===== src/rtl/rx_dest_pkg.sv =====
package rx_dest_pkg;

  localparam int unsigned OCTET_W  = 8;
  localparam int unsigned CRC_W    = 32;
  localparam logic [CRC_W-1:0] CRC_POLY = 32'h04C11DB7;
  localparam logic [CRC_W-1:0] CRC_SEED = '1;

  // one byte of the CRC, data bits taken LSB first, MSB-shifting register
  function automatic logic [CRC_W-1:0] crc_octet(input logic [CRC_W-1:0] c_in,
                                                 input logic [OCTET_W-1:0] d);
    logic [CRC_W-1:0] c;
    logic             fb;
    c = c_in;
    for (int j = 0; j < OCTET_W; j++) begin
      fb = c[CRC_W-1] ^ d[j];
      c  = {c[CRC_W-2:0], 1'b0} ^ (fb ? CRC_POLY : '0);
    end
    return c;
  endfunction

endpackage


===== src/rtl/rx_dest_capture.sv =====
module rx_dest_capture
  import rx_dest_pkg::*;
#(
  parameter int unsigned ADDR_BYTES = 6,
  localparam int unsigned CNT_W  = $clog2(ADDR_BYTES + 1),
  localparam int unsigned ADDR_W = ADDR_BYTES * OCTET_W
) (
  input  logic               clk,
  input  logic               rst,
  input  logic               frm_start,
  input  logic               byte_vld,
  input  logic [OCTET_W-1:0] byte_dat,
  input  logic               frm_end,
  output logic               take,
  output logic [ADDR_W-1:0]  addr_flat,
  output logic               done_q,
  output logic               short_q
);

  logic [CNT_W-1:0]   cnt_q;
  logic [CNT_W-1:0]   pos;
  logic               armed_q;
  logic               active;
  logic               fin_full;
  logic               fin_short;
  logic [OCTET_W-1:0] addr_q [ADDR_BYTES];

  assign active    = frm_start || armed_q;
  assign pos       = frm_start ? '0 : cnt_q;
  assign take      = byte_vld && active;
  assign fin_full  = take && (pos == CNT_W'(ADDR_BYTES - 1));
  assign fin_short = active && frm_end && !fin_full;

  always_ff @(posedge clk) begin
    if (rst) begin
      cnt_q   <= '0;
      armed_q <= 1'b0;
      done_q  <= 1'b0;
      short_q <= 1'b0;
    end else begin
      armed_q <= active && !fin_full && !fin_short;
      cnt_q   <= active ? pos + CNT_W'(take) : '0;
      done_q  <= fin_full || fin_short;
      short_q <= fin_short;
    end
  end

  // byte store: no reset needed, suits distributed RAM/registers
  always_ff @(posedge clk) begin
    if (take) addr_q[pos] <= byte_dat;
  end

  generate
    for (genvar i = 0; i < ADDR_BYTES; i++) begin : g_flat
      assign addr_flat[ADDR_W-1-i*OCTET_W -: OCTET_W] = addr_q[i];
    end
  endgenerate

endmodule


===== src/rtl/rx_dest_crc.sv =====
module rx_dest_crc
  import rx_dest_pkg::*;
#(
  parameter int unsigned IDX_W = 6
) (
  input  logic               clk,
  input  logic               rst,
  input  logic               clr,
  input  logic               take,
  input  logic [OCTET_W-1:0] byte_dat,
  output logic [IDX_W-1:0]   hash_idx
);

  logic [CRC_W-1:0] crc_q;
  logic [CRC_W-1:0] base;

  assign base = clr ? CRC_SEED : crc_q;

  always_ff @(posedge clk) begin
    if (rst)       crc_q <= CRC_SEED;
    else if (take) crc_q <= crc_octet(base, byte_dat);
    else if (clr)  crc_q <= CRC_SEED;
  end

  assign hash_idx = crc_q[CRC_W-1 -: IDX_W];

endmodule


===== src/rtl/rx_dest_judge.sv =====
module rx_dest_judge
  import rx_dest_pkg::*;
#(
  parameter int unsigned ADDR_BYTES = 6,
  parameter int unsigned HASH_HALF  = 32,
  localparam int unsigned ADDR_W = ADDR_BYTES * OCTET_W,
  localparam int unsigned LO_W   = 32,
  localparam int unsigned HI_W   = ADDR_W - LO_W,
  localparam int unsigned IDX_W  = $clog2(2 * HASH_HALF),
  localparam int unsigned SEL_W  = $clog2(HASH_HALF)
) (
  input  logic [ADDR_W-1:0]    addr_flat,
  input  logic [IDX_W-1:0]     hash_idx,
  input  logic [HI_W-1:0]      stn_hi,
  input  logic [LO_W-1:0]      stn_lo,
  input  logic [HASH_HALF-1:0] hash_lo,
  input  logic [HASH_HALF-1:0] hash_hi,
  input  logic                 ctl_bcast_rej,
  input  logic                 ctl_hash_all,
  output logic                 miss_raw
);

  logic [ADDR_W-1:0]     stn;
  logic [ADDR_BYTES-1:0] byte_eq;
  logic                  is_bcast;
  logic                  use_hash;
  logic                  hash_hit;
  logic [SEL_W-1:0]      sel;

  assign stn = {stn_hi, stn_lo};

  generate
    for (genvar i = 0; i < ADDR_BYTES; i++) begin : g_cmp
      assign byte_eq[i] = addr_flat[ADDR_W-1-i*OCTET_W -: OCTET_W]
                       == stn[ADDR_W-1-i*OCTET_W -: OCTET_W];
    end
  endgenerate

  assign is_bcast = &addr_flat;
  // group bit is bit 0 of the first byte
  assign use_hash = addr_flat[ADDR_W-OCTET_W] || ctl_hash_all;
  assign sel      = hash_idx[SEL_W-1:0];
  assign hash_hit = hash_idx[IDX_W-1] ? hash_hi[sel] : hash_lo[sel];

  always_comb begin
    if (is_bcast)      miss_raw = ctl_bcast_rej;
    else if (use_hash) miss_raw = !hash_hit;
    else               miss_raw = !(&byte_eq);
  end

endmodule


===== src/rtl/rx_dest_screen.sv =====
module rx_dest_screen
  import rx_dest_pkg::*;
#(
  parameter int unsigned ADDR_BYTES = 6,
  parameter int unsigned HASH_HALF  = 32,
  localparam int unsigned ADDR_W = ADDR_BYTES * OCTET_W,
  localparam int unsigned HI_W   = ADDR_W - 32,
  localparam int unsigned IDX_W  = $clog2(2 * HASH_HALF)
) (
  input  logic                 clk,
  input  logic                 rst,
  input  logic                 frm_start,
  input  logic                 byte_vld,
  input  logic [OCTET_W-1:0]   byte_dat,
  input  logic                 frm_end,
  input  logic [HI_W-1:0]      stn_hi,
  input  logic [31:0]          stn_lo,
  input  logic [HASH_HALF-1:0] hash_lo,
  input  logic [HASH_HALF-1:0] hash_hi,
  input  logic                 ctl_bcast_rej,
  input  logic                 ctl_hash_all,
  input  logic                 ctl_promisc,
  output logic                 dec_vld,
  output logic                 accept,
  output logic                 miss
);

  logic              take;
  logic [ADDR_W-1:0] addr_flat;
  logic              done_q;
  logic              short_q;
  logic [IDX_W-1:0]  hash_idx;
  logic              miss_raw;
  logic              miss_fin;

  rx_dest_capture #(.ADDR_BYTES(ADDR_BYTES)) u_cap (
    .clk(clk), .rst(rst), .frm_start(frm_start), .byte_vld(byte_vld),
    .byte_dat(byte_dat), .frm_end(frm_end), .take(take),
    .addr_flat(addr_flat), .done_q(done_q), .short_q(short_q)
  );

  rx_dest_crc #(.IDX_W(IDX_W)) u_crc (
    .clk(clk), .rst(rst), .clr(frm_start), .take(take),
    .byte_dat(byte_dat), .hash_idx(hash_idx)
  );

  rx_dest_judge #(.ADDR_BYTES(ADDR_BYTES), .HASH_HALF(HASH_HALF)) u_judge (
    .addr_flat(addr_flat), .hash_idx(hash_idx), .stn_hi(stn_hi),
    .stn_lo(stn_lo), .hash_lo(hash_lo), .hash_hi(hash_hi),
    .ctl_bcast_rej(ctl_bcast_rej), .ctl_hash_all(ctl_hash_all),
    .miss_raw(miss_raw)
  );

  assign miss_fin = short_q || miss_raw;

  always_ff @(posedge clk) begin
    if (rst || frm_start) begin
      dec_vld <= 1'b0;
      accept  <= 1'b0;
      miss    <= 1'b0;
    end else if (done_q) begin
      dec_vld <= 1'b1;
      miss    <= miss_fin;
      accept  <= !miss_fin || ctl_promisc;
    end
  end

endmodule


===== config.mk =====
export PLATFORM = sky130hd
export DESIGN_NAME = rx_dest_screen
export DESIGN_NICKNAME = d
export VERILOG_FILES = /design/src/rtl/rx_dest_pkg.sv /design/src/rtl/rx_dest_capture.sv /design/src/rtl/rx_dest_crc.sv /design/src/rtl/rx_dest_judge.sv /design/src/rtl/rx_dest_screen.sv
export SDC_FILE = /design/constraint.sdc
export NUM_CORES = 1
export LEC_CHECK = 0
export BUFFER_PORTS_ARGS = -buffer_cell sky130_fd_sc_hd__buf_2
export CORE_UTILIZATION = 30
export CTS_BUF_LIST = sky130_fd_sc_hd__clkbuf_8 sky130_fd_sc_hd__clkbuf_16
export DETAILED_ROUTE_END_ITERATION = 16
export PLACE_DENSITY = 0.6
export SYNTH_ARGS = -nofsm -noshare
export SYNTH_HDL_FRONTEND = slang
export SYNTH_SLANG_ARGS = --single-unit

===== constraint.sdc =====
create_clock -name clk -period 4.6 [get_ports clk]
set_input_delay 0.92 -clock clk [delete_from_list [all_inputs] [get_ports clk]]
set_output_delay 0.92 -clock clk [all_outputs]
set_load 0.05 [all_outputs]

==> flow_summary.yaml <==
hold_path:
  min_path_type: "reg2reg"
  min_path_cells: 1
  whs_endpoint: "dec_vld"
  min_from: "dec_vld"
sta:
  rsz0062_at_grt: "no"
  timing.final.crit_share_pct: 68.72
  final_hold_viol_count: 0
  setup_tns_ns: 0
  max-slew-margin-rel_pct: 39.10
  final.setup.worst_slack_ns: 1.439
  skew_ns: 0.006701
  drv_slew: 0
  tightest_slew_ns: 0.9123
  period_minus_slack_ns: 3.161
  fmax_ghz: 0.3164
  fin_hold_ws_ns: 0.4626
  setup_viol: 0
layout:
  post-route-util_pct: 37.43
  nFillCells: 1736
  final_nets: 762
  layout_common_cells: "130 x buf_2, 60 x nor2_1, 58 x xnor2_1"
  drive_gt1_share_pct: 28.73
  area_growth_pct: 21.59
  layout_commonest_cell: "buf_2"
  n_antenna_cell: 0
synthesis:
  ys_seq_area_share_pct: 42.34
  synth_edf_count: 48
  ys.flop_type: "edfxtp_1"
  yosysTopAreaCell: "edfxtp_1"
  yosysUniqueCellTypes: 54
  avgSynthCellArea_um2: 10.41
  synthCells: 513
  syn_nets: 643
  netlist.area_leader.share_pct: 26.98
  yosys_warnings: 0
  ys_ff_latch: 89
  synth-async-reset-ratio_pct: 0
  syn_area_um2: 5343
  yosys-top-cells-area: "edfxtp_1 27%, dfxtp_1 15%, xnor2_1 9.5%"
pwr:
  power_density_nw_per_um2: 330.6
  leakage_nw: 2.532
  finalPower_mw: 2.147
  vdd_drop_max_mv: 0.1998
setup_path:
  worstPathRequired_ns: 4.83
  path_buf_inv: 2
  critPathSlowestCell: "buf_2"
  r2r-start: "u_crc.crc_q[26]"
  crit_chain: "buf_2, inv_1, and2_1, xnor3_1, xnor3_2, xnor2_1, nor4_1, a211oi_1"
  crit_path_max_incr_delay_ns: 0.52
  r2r-end: "accept"
  crit_arrival_ns: 3.39
  reg2reg_depth: 6
  endpoint_kind: "flop"
  startpoint_type: "primary input"
  timing_worst_setup_path_type: "in2reg"
  critPathTopFamily: "XOR/XNOR gates"
  r2r_slack_ns: 1.75
  crit_fanout: 39
clock_tree:
  cts_resized: 0
  cts.sinks: 89
  cts_tree: "yes"
  clockRootBuffer: "clkbuf_16"
  post-cts-setup-buffer-count: 0
  htreeDepth: 3
  clk_latency_ns: 0.35
  hold_buffers: 0
  cts.path.max_buffers: 2
  cts_made_buffers: 9
  clkTransAtPathRegs_ns: 0.07
drt:
  num_vias: 4288
  drt-total-wl_um: 14130
  wl_per_cell_um: 16.39
  antenna_left: 0
  drtIter0Drc: 243
  drt-vias-per-instance: 4.974
  dr.pass1.iters: 4
  drc: 0
floorplan:
  die-area_um2: 18350
  ios: 131
  fp-row-count: 48
  start_util_pct: 30.78
  core_um2: 17360
  die_x_um: 135.5
  die_h_um: 135.5
placement:
  place_ws_ns: 1.067
  hpwl_um: 10720
  gp_congestion: 0.9137
  port_buffers: 130
global_route:
  grt_max_degree: 55
  grt.overflow.total: 0
  grt_pass1_vias: 4151
  antenna_found_initial: 0
  grt_usage_pct: 15.79
  grt_pass1_wl_um: 21890
flow_run:
  cap_viol_max_count: 0
outcome:
  run_status: "completed"
cell usage after synthesis (all sizes together), types with 7 or more instances:
| cell type | number |
|---|---|
| mux4 | 14 |
| o22ai | 12 |
| a211o | 7 |
| xor2 | 41 |
| nand4 | 21 |
| nand2b | 15 |
| o21ai | 18 |
| clkbuf | 18 |
| xnor2 | 60 |
| or2 | 8 |
| buf | 13 |
| nor2 | 61 |
| dfxtp | 41 |
| edfxtp | 48 |
| nor4 | 18 |
| nor3 | 12 |
| mux2i | 8 |
| a21oi | 22 |
metrics by stage:
| step | area, µm² | cells |
|---|---|---|
| after floorplan | 5343 | 513 |
| after global placement | 6193 | 846 |
| after detailed placement | 6193 | 846 |
| after CTS | 6496 | 862 |
| after global routing | 6496 | 862 |
| final | 6496 | 862 |
sequential cells by signal (all words and copies together), names as in the netlist:
name and count:
accept 1, dec_vld 1, miss 1, u_cap.addr_q 48, u_cap.armed_q 1, u_cap.cnt_q 3, u_cap.done_q 1, u_cap.short_q 1
u_crc.crc_q 32
final cells by class:
type | count | area [µm²] | area share, %
Clock inverter | 7 | 77.57 | 1.194
Sequential cell | 89 | 2262 | 34.82
Inverter | 6 | 22.52 | 0.3467
Clock buffer | 9 | 225.2 | 3.467
Tap cell | 225 | 281.5 | 4.334
Timing Repair Buffer | 139 | 718.2 | 11.06
Multi-Input combinational cell | 387 | 2909 | 44.78
kinds of logic (layout without fill, tap and decap cells):
| group | after synthesis | after routing | synth area share [%] |
|---|---|---|---|
| buffers and inverters | 37 | 161 | 3.279 |
| adder cells (fa/ha/maj) | 2 | 2 | 0.4683 |
| multiplexers | 24 | 24 | 7.963 |
| AO/OA/AOI/OAI | 88 | 88 | 10.68 |
| AND/OR/NAND/NOR | 167 | 167 | 16.28 |
| XOR/XNOR | 106 | 106 | 18.99 |
| flip-flops | 89 | 89 | 42.34 |
layer usage:
| metal | track usage [%] | routed length (µm) | vias to the layer above | share of wire, % |
|---|---|---|---|---|
| met3 | 3.404 | 738 | 23 | 5.2 |
| met1 | 20.40 | 6408 | 2026 | 45 |
| met2 | 25.75 | 6665 | 124 | 47 |
| met5 | 0 | 0 | - | 0 |
| li1 | - | - | 2115 | - |
| met4 | 5.930 | 320 | 0 | 2.3 |
worst max-delay path by stage:
| stage | start | to | slack (ns) | cells past startpoint |
|---|---|---|---|---|
| floorplan | frm_start | u_cap.cnt_q[2] | 1.36 | 10 |
| global placement | frm_start | u_crc.crc_q[12] | 1.08 | 8 |
| detailed placement | frm_start | u_crc.crc_q[12] | 1.07 | 8 |
| CTS | frm_start | u_crc.crc_q[12] | 1.45 | 8 |
| global route | frm_start | u_crc.crc_q[12] | 1.21 | 8 |
| finish | frm_start | u_crc.crc_q[12] | 1.44 | 8 |
power by group:
| part | switching, mW | internal, mW | total (mW) |
|---|---|---|---|
| combinational | 0.236 | 0.250 | 0.486 |
| clock | 0.322 | 0.427 | 0.748 |
| sequential | 0.0437 | 0.870 | 0.913 |
| total | 0.601 | 1.55 | 2.15 |
(Power assumes the default switching activity.)
